==> config.mk <==
export PLATFORM = sky130hd
export DESIGN_NAME = tmr_regif
export DESIGN_NICKNAME = d
export VERILOG_FILES = /design/src/rtl/tmr_regif.sv
export SDC_FILE = /design/constraint.sdc
export NUM_CORES = 1
export LEC_CHECK = 0
export ABC_CLOCK_PERIOD_IN_PS = 4500
export CAP_MARGIN = 15
export CORE_MARGIN = 5
export CORE_UTILIZATION = 50
export CTS_BUF_LIST = sky130_fd_sc_hd__clkbuf_4
export CTS_CLUSTER_DIAMETER = 40
export CTS_CLUSTER_SIZE = 28
export DETAILED_ROUTE_END_ITERATION = 10
export PLACE_DENSITY = 0.86
export SYNTH_ARGS = -nofsm -noshare
export SYNTH_HDL_FRONTEND = slang
export SYNTH_SLANG_ARGS = --single-unit
export TNS_END_PERCENT = 20
==> constraint.sdc <==
create_clock -name clk -period 4.5 [get_ports clk]
set_input_delay 1.35 -clock clk [delete_from_list [all_inputs] [get_ports clk]]
set_output_delay 1.35 -clock clk [all_outputs]
set_load 0.02 [all_outputs]
==> src/rtl/tmr_regif.sv <==
module tmr_regif #(
  parameter logic [2:0] GATE_RST = 3'b011
) (
  input  logic        clk,
  input  logic        rst_n,
  input  logic        wr_en,
  input  logic        rd_en,
  input  logic [1:0]  addr,
  input  logic [7:0]  wdata,
  output logic [7:0]  rdata,
  input  logic        gate_we,
  input  logic [2:0]  gate_din,
  input  logic [47:0] ch_live_count,
  input  logic [2:0]  ch_out,
  input  logic [2:0]  ch_loaded,
  output logic [2:0]  ch_load,
  output logic [47:0] ch_count_new,
  output logic [8:0]  ch_mode,
  output logic [2:0]  ch_bcd,
  output logic [2:0]  ch_idle,
  output logic [2:0]  ch_gate
);
  localparam int NCH = 3;

  logic       ctl_wr, rb_cmd;
  logic [1:0] sel, acc_f;
  logic [2:0] mode_f;
  logic [NCH-1:0][7:0] rd_byte;

  assign ctl_wr = wr_en && addr == 2'd3;
  assign sel    = wdata[7:6];
  assign acc_f  = wdata[5:4];
  assign rb_cmd = ctl_wr && sel == 2'd3;
  assign mode_f = (wdata[3:2] == 2'b11) ? {1'b0, wdata[2:1]} : wdata[3:1];

  assign rdata = (addr == 2'd3) ? 8'h00 : rd_byte[addr];

  always_ff @(posedge clk) begin
    if (!rst_n)       ch_gate <= GATE_RST;
    else if (gate_we) ch_gate <= gate_din;
  end

  for (genvar i = 0; i < NCH; i++) begin : g_ch
    logic [1:0]  acc, cl;
    logic [2:0]  mode;
    logic        bcd, idle, wr_hi, rd_hi, sl, nul, ld;
    logic [7:0]  wl, sv;
    logic [15:0] lv, cnt, live;
    logic        prog, clat, slat, dwr, drd, load_now;
    logic [15:0] load_val;
    logic [7:0]  status;

    assign live = ch_live_count[16*i +: 16];
    assign prog = ctl_wr && sel == 2'(i) && acc_f != 2'd0;
    assign clat = (ctl_wr && sel == 2'(i) && acc_f == 2'd0) ||
                  (rb_cmd && wdata[i+1] && !wdata[5]);
    assign slat = rb_cmd && wdata[i+1] && !wdata[4];
    assign dwr  = wr_en && addr == 2'(i);
    assign drd  = rd_en && addr == 2'(i);
    assign load_now = dwr && (acc != 2'd3 || wr_hi);
    assign status = {ch_out[i], nul, acc, mode, bcd};

    always_comb begin
      case (acc)
        2'd1:    load_val = {8'h00, wdata};
        2'd2:    load_val = {wdata, 8'h00};
        default: load_val = {wdata, wl};
      endcase
    end

    always_ff @(posedge clk) begin
      if (!rst_n) begin
        acc <= 2'd1; mode <= 3'd0; bcd <= 1'b0; idle <= 1'b1;
        wr_hi <= 1'b0; rd_hi <= 1'b0; wl <= 8'h00;
        cl <= 2'd0; lv <= 16'h0; sl <= 1'b0; sv <= 8'h00;
        nul <= 1'b0; cnt <= 16'h0; ld <= 1'b0;
      end else begin
        ld <= load_now;
        if (prog) begin
          acc <= acc_f; mode <= mode_f; bcd <= wdata[0]; idle <= 1'b0;
          wr_hi <= 1'b0; rd_hi <= 1'b0;
        end
        if (clat && cl == 2'd0) begin
          lv <= live;
          cl <= acc;
        end
        if (slat && !sl) begin
          sl <= 1'b1;
          sv <= status;
        end
        if (dwr) begin
          if (acc == 2'd3) wr_hi <= !wr_hi;
          if (acc == 2'd3 && !wr_hi) wl <= wdata;
        end
        if (load_now) cnt <= load_val;
        if (load_now)          nul <= 1'b1;
        else if (ch_loaded[i]) nul <= 1'b0;
        if (drd) begin
          if (sl)                sl <= 1'b0;
          else if (cl != 2'd0)   cl <= (cl == 2'd3) ? 2'd2 : 2'd0;
          else if (acc == 2'd3)  rd_hi <= !rd_hi;
        end
      end
    end

    always_comb begin
      if (sl)                               rd_byte[i] = sv;
      else if (cl == 2'd1 || cl == 2'd3)    rd_byte[i] = lv[7:0];
      else if (cl == 2'd2)                  rd_byte[i] = lv[15:8];
      else if (acc == 2'd2 || (acc == 2'd3 && rd_hi)) rd_byte[i] = live[15:8];
      else                                  rd_byte[i] = live[7:0];
    end

    assign ch_load[i]              = ld;
    assign ch_count_new[16*i +: 16] = cnt;
    assign ch_mode[3*i +: 3]        = mode;
    assign ch_bcd[i]               = bcd;
    assign ch_idle[i]              = idle;
  end
endmodule


==> reports/qor.yml, run 1 <==
outcome:
  status: "finished, final reports clean"
global_routing:
  grt_pass1_vias: 7350
  antenna_found_initial: 3
  grt.overflow.total: 0
  gr-usage-all-layers_pct: 23.7
  grt_pass1_wl_um: 38900
  grt_max_degree: 94
synthesis:
  ys_types: 50
  synth_top_cell_by_area: "dfxtp_1"
  async_flop_share_pct: 0
  netlist.area_leader.share_pct: 43.1
  ys.flop_type: "dfxtp_1"
  synthCells: 1028
  syn_avg_cell_area_sq_um: 8.54
  synth.area.top_cells: "dfxtp_1 43%, mux2i_1 12%, nand2_1 6.3%"
  seq_area_frac_synth_pct: 43.1
  yosysWarnings: 0
  synth_nets: 1109
  synth_edf_count: 0
  synth_area_sq_mm: 0.00878
  ys_seq_elements: 189
placed_design:
  dp.cells: 1341
  hpwl_um: 17500
  globalplace.congestion: 0.966
  portBuffers: 148
layout:
  layout.cells.non_filler: 1372
  n_antenna_cell: 0
  final_cell_mix: "189 x dfxtp_1, 148 x nand2_1, 140 x clkdlybuf4s50_1"
  final_common_cell: "dfxtp_1"
  nets: 1216
  area_growth_pct: 21.7
  drive_gt1_share_pct: 8.46
cts:
  path_clk_slew_ns: 0.15
  cts.sinks: 189
  numCtsBuffers: 17
  clk_path_buf_depth: 2
  htreeDepth: 4
  cts_tree: "yes"
  clockRootBuffer: "clkbuf_4"
  clk_latency_ns: 0.61
job:
  cap_violations: 0
critical_path:
  critical-path-top-delay-family: "buffers and inverters"
  cp-startpoint: "addr[0]"
  reg2reg_from: "g_ch[1].acc[0]"
  worstPathArrival_ns: 3.14
  cp_max_fo: 6
  path_cells: "clkdlybuf4s50_1 -> buf_4 -> nor2b_1 -> buf_4 -> o311a_1 -> a211oi_1 -> clkdlybuf4s15_1"
  cp_common_cell: "buf_4"
  worstSetupPathType: "primary input to output port"
  path_buf_inv: 4
  slowest_delay_ns: 0.47
  critPathLaunchType: "primary input"
  required_ns: 3.15
  cp_slowest_cell: "clkdlybuf4s50_1"
  end_kind: "output port"
sta:
  setup_violations: 0
  finalCritPeriodShare_pct: 99.8
  worst_clock_skew_ns: 0.0219
  relSlewSlack_pct: 35.2
  drv_slew: 0
  fmax_mhz: 223
  hold_violations: 0
  period_needed_ns: 4.49
  tightestPinTransition_ns: 0.971
  worst_hold_slack_ns: 0.458
route:
  num_vias: 8054
  ant_nets: 0
  drt_iter0_drc: 726
  wl_per_cell_um: 18.0
  wirelength_um: 24700
  vias_per_cell: 5.87
  drc: 0
  drtPass1Iterations: 5
pwr:
  p_clk_share_pct: 32.2
  comb_power_share_pct: 11.7
  internal_power_mw: 2.25
  swShare_pct: 26.3
  p_switching_uw: 804
  peakVddDrop_mv: 0.144
  p_leak_nw: 3.85
  power_density_mw_per_mm2: 286
  pwr-share-seq_pct: 56.0
floorplan:
  rows: 48
  die_area_sq_mm: 0.0203
  die_h_um: 143
  start_util_pct: 50.9
  die_x_um: 143
  io_pins: 149
  core_sq_mm: 0.0172
worst_hold_path:
  hp-class: "flop to flop"
  worstHoldStart: "g_ch[2].idle"
synth_stat cells, types with 4 or more instances:
cell type    n
a311oi_1    24
a311o_1      8
o21ai_0     19
a211o_1      9
nand3b_1    22
ha_1         9
or2_2        7
nor2_1     129
nor3b_1      9
a211oi_1    10
a21oi_1     57
o311ai_0     7
nand2b_1    20
buf_1        7
nor3_1      44
mux2i_1    102
clkbuf_1    56
nor2b_1      4
nand3_1     35
o311a_1     16
inv_1       22
buf_2       16
nand2_1    148
buf_6        5
dfxtp_1    189
a21o_1       5
buf_4       11
registers in the layout, indices dropped and copies added (netlist names), 6 cells and up:
register   flops
g_ch.mode      9
g_ch.wl       24
g_ch.acc       6
g_ch.sv       24
g_ch.cl        6
g_ch.cnt      48
g_ch.lv       48
power groups by stage:
stage	registers, mW	clock network (mW)	logic (mW)
after floorplan	1.76	0	0.165
after global placement	1.75	0	0.353
after detailed placement	1.75	0	0.357
after CTS	1.71	0.991	0.356
after global routing	1.71	1.06	0.380
final	1.71	0.984	0.358
per-layer routing:
metal / up-vias / GRT usage (%) / part of all wire [%]
met5: - / 0 / 0.11
met4: 6 / 6.80 / 1.9
li1: 3792 / - / -
met3: 50 / 5.01 / 8.9
met2: 356 / 38.4 / 47
met1: 3850 / 32.1 / 42
worst register-to-register path: stages (launching register included):
cell      delay [ns]
dfxtp_1         0.44
ha_1            0.34
nor2b_1         0.17
and3b_1         0.77
nor2_1          0.09
a311oi_1        0.27
stage by stage:
stage | cell area [sq um] | power (mW) | setup TNS (ns) | util (%) | setup WS, ns
2_1_floorplan | 8780 | 1.92 | 0 | - | 0.409
3_3_place_gp | 10400 | 2.10 | -3.06 | 60.3 | -0.406
3_5_place_dp | 10400 | 2.10 | -2.74 | 60.3 | -0.369
4_1_cts | 10700 | 3.06 | -0.0355 | 62.1 | -0.0355
5_1_grt | 10700 | 3.16 | -0.0316 | 62.0 | -0.0316
6_report | 10700 | 3.05 | 0 | 62.0 | 0.00749
logic make-up (layout without fill, tap and decap cells):
group / count (synthesis) / in the layout / synth area share (%)
flops: 189 / 189 / 43.1
fa+ha+maj: 9 / 9 / 1.28
compound gates: 169 / 169 / 14.1
buf+inv: 118 / 237 / 6.36
simple gates: 441 / 441 / 23.5
mux: 102 / 102 / 11.6
area by class of cell:
cell class / count / area, sq um
multi-input combinational: 721 / 4490
inverter: 22 / 85.1
clock inverter: 13 / 165
tap: 225 / 282
timing repair buffer: 184 / 1740
clock buffer: 18 / 135
sequential: 189 / 3780
fill: 1464 / 6550
path summary, 6_finish.rpt:
kind | to | slack [ns] | depth (start not counted)
hold reg to reg | g_ch[2].idle | 0.46 | 2
hold / removal | g_ch[2].idle | 0.46 | 2
setup reg to reg | g_ch[1].cnt[5] | 2.32 | 5
setup / recovery | rdata[6] | 0.007 | 7
repair_timing:
| item | in CTS | in global routing |
|---|---|---|
| hold buffers | 0 | 0 |
| buffers inserted | 0 | 0 |
| resized for setup | 32 | 11 |
| setup endpoints to repair | 8 | 8 |
| pin swaps | 0 | 0 |
No activity file was read; power rests on OpenSTA's default activity.
==> inputs of run 2 (changes only) <==
- ABC_CLOCK_PERIOD_IN_PS: 4500 -> unset
- GPL_TIMING_DRIVEN: unset -> 0
- PLACE_DENSITY: 0.86 -> 0.76
==> reports/qor.yml, run 2 (synthesis results as in run 1) <==
outcome:
  status: "finished, final reports clean"
layout:
  biggestRegsByFlops: "g_ch.cnt x48, g_ch.lv x48"
  drive_gt1_share_pct: 8.23
  final_common_cell: "dfxtp_1"
  final_cell_mix: "189 x dfxtp_1, 148 x nand2_1, 135 x clkdlybuf4s50_1"
  final_util_pct: 62.7
  regArea_sq_mm: 0.00378
  nets: 1272
  layout.cells.non_filler: 1434
  multi_input_area_sq_mm: 0.00449
  fill_cells: 1544
  area_growth_pct: 23.1
route:
  drc: 0
  vias_per_cell: 5.75
  drtPass1Iterations: 6
  wirelength_um: 26500
  wl_per_cell_um: 18.5
  ant_nets: 0
  num_vias: 8244
  drt_iter0_drc: 775
critical_path:
  required_ns: 3.15
  worstSetupPathType: "primary input to output port"
  end_kind: "output port"
  worstPathArrival_ns: 3.11
  r2r_slack_ns: 2.30
  cp_max_fo: 10
  critPathLaunchType: "primary input"
global_routing:
  grt.overflow.total: 0
  gr-usage-all-layers_pct: 25.7
  grt_max_degree: 17
  antenna_found_initial: 3
  grt_pass1_wl_um: 41000
  grt_pass1_vias: 7620
floorplan:
  rows: 48
  core_sq_mm: 0.0172
  io_pins: 149
  die_h_um: 143
  die_x_um: 143
  start_util_pct: 50.9
  die_area_sq_mm: 0.0203
cts:
  htreeDepth: 4
  cts.sinks: 189
  cts_hold_buf: 0
  numCtsBuffers: 17
  path_clk_slew_ns: 0.14
  clk_latency_ns: 0.62
  cts_tree: "yes"
  clk_path_buf_depth: 2
  clockRootBuffer: "clkbuf_4"
sta:
  fmax_mhz: 224
  worst_clock_skew_ns: 0.0214
  period_needed_ns: 4.46
  finalCritPeriodShare_pct: 99.2
  rsz0062_at_grt: "true"
  hold_violations: 0
  tightestPinTransition_ns: 0.974
  setup_violations: 0
  relSlewSlack_pct: 34.6
  drv_slew: 0
placed_design:
  portBuffers: 144
  globalplace.congestion: 0.892
  hpwl_um: 19100
  dp.cells: 1397
pwr:
  p_leak_nw: 3.88
  power_density_mw_per_mm2: 274
  peakVddDrop_mv: 0.195
worst_hold_path:
  hp-class: "flop to flop"
job:
  cap_violations: 0
run 2: cell count changes in the layout (fill, tap and decap cells not counted), sizes merged:
cell           change
buf                +4
bufinv             -2
clkbuf            +57
clkdlybuf4s15      -1
clkdlybuf4s50      -5
clkinv             -1
clkinvlp           +2
diode              +6
dlygate4sd2        +1
inv                +1
run 2: repair_timing:
action | CTS | global route
pin swaps | 2 | 0
endpoints found under the hold margin | 0 | 0
setup buffers | 0 | 0
setup endpoints to repair | 8 | 6
gates resized for setup | 50 | 13
run 2: routing by layer:
layer  wire length (um)  GRT usage [%]
met3               2200           5.61
met2              12100           39.6
met1              11500           35.8
met4                726           8.65
met5                  7              0
run 2: area by class of cell:
type / instances / share of cell area (%)
inverters: 22 / 0.764
flip-flops and latches: 189 / 35.0
repair buffers: 144 / 13.0
clock buffers: 18 / 1.25
well taps: 225 / 2.61
plain buffers: 96 / 4.63
multi-input cells: 721 / 41.5
diodes: 6 / 0.139
clock inverters: 13 / 1.08
run 2: critical path: stages:
cell	delay, ns
dlygate4sd2_1	0.32
buf_6	0.19
nor2_4	0.17
o311ai_0	0.20
o311a_1	0.43
a311oi_2	0.25
buf_4	0.20
run 2: power by group:
part | leakage [nW] | switching, mW | internal, mW | total (mW)
logic | 2.22 | 0.212 | 0.157 | 0.369
registers | 1.53 | 0.0137 | 1.70 | 1.71
clock network | 0.137 | 0.605 | 0.281 | 0.885
total | 3.88 | 0.831 | 2.13 | 2.96
run 2: final timing paths:
kind                                      from              end  cells after the start
worst max-delay path                   addr[0]         rdata[5]                      7
worst min-delay path              g_ch[2].idle     g_ch[2].idle                      2
worst max register to register  g_ch[1].acc[0]  g_ch[1].cnt[13]                      7
worst min register to register    g_ch[2].idle     g_ch[2].idle                      2
run 2: per-stage QoR:
step | worst slack, ns | TNS, ns | hold slack (ns) | power, mW | instance area (sq um)
2_1_floorplan | 0.409 | 0 | 0.423 | 1.92 | 8780
3_3_place_gp | -0.939 | -6.62 | 0.432 | 2.11 | 10500
3_5_place_dp | -0.929 | -6.62 | 0.441 | 2.11 | 10500
4_1_cts | -0.115 | -0.115 | 0.467 | 2.96 | 10800
5_1_grt | -0.0186 | -0.0218 | 0.474 | 3.06 | 10800
6_report | 0.0351 | 0 | 0.458 | 2.96 | 10800
==> inputs of run 3 (changes only) <==
- CTS_CLUSTER_SIZE: 28 -> 20
==> results of run 3 <==
Same layout as run 2: the final DEF is identical, and so are final timing and power.
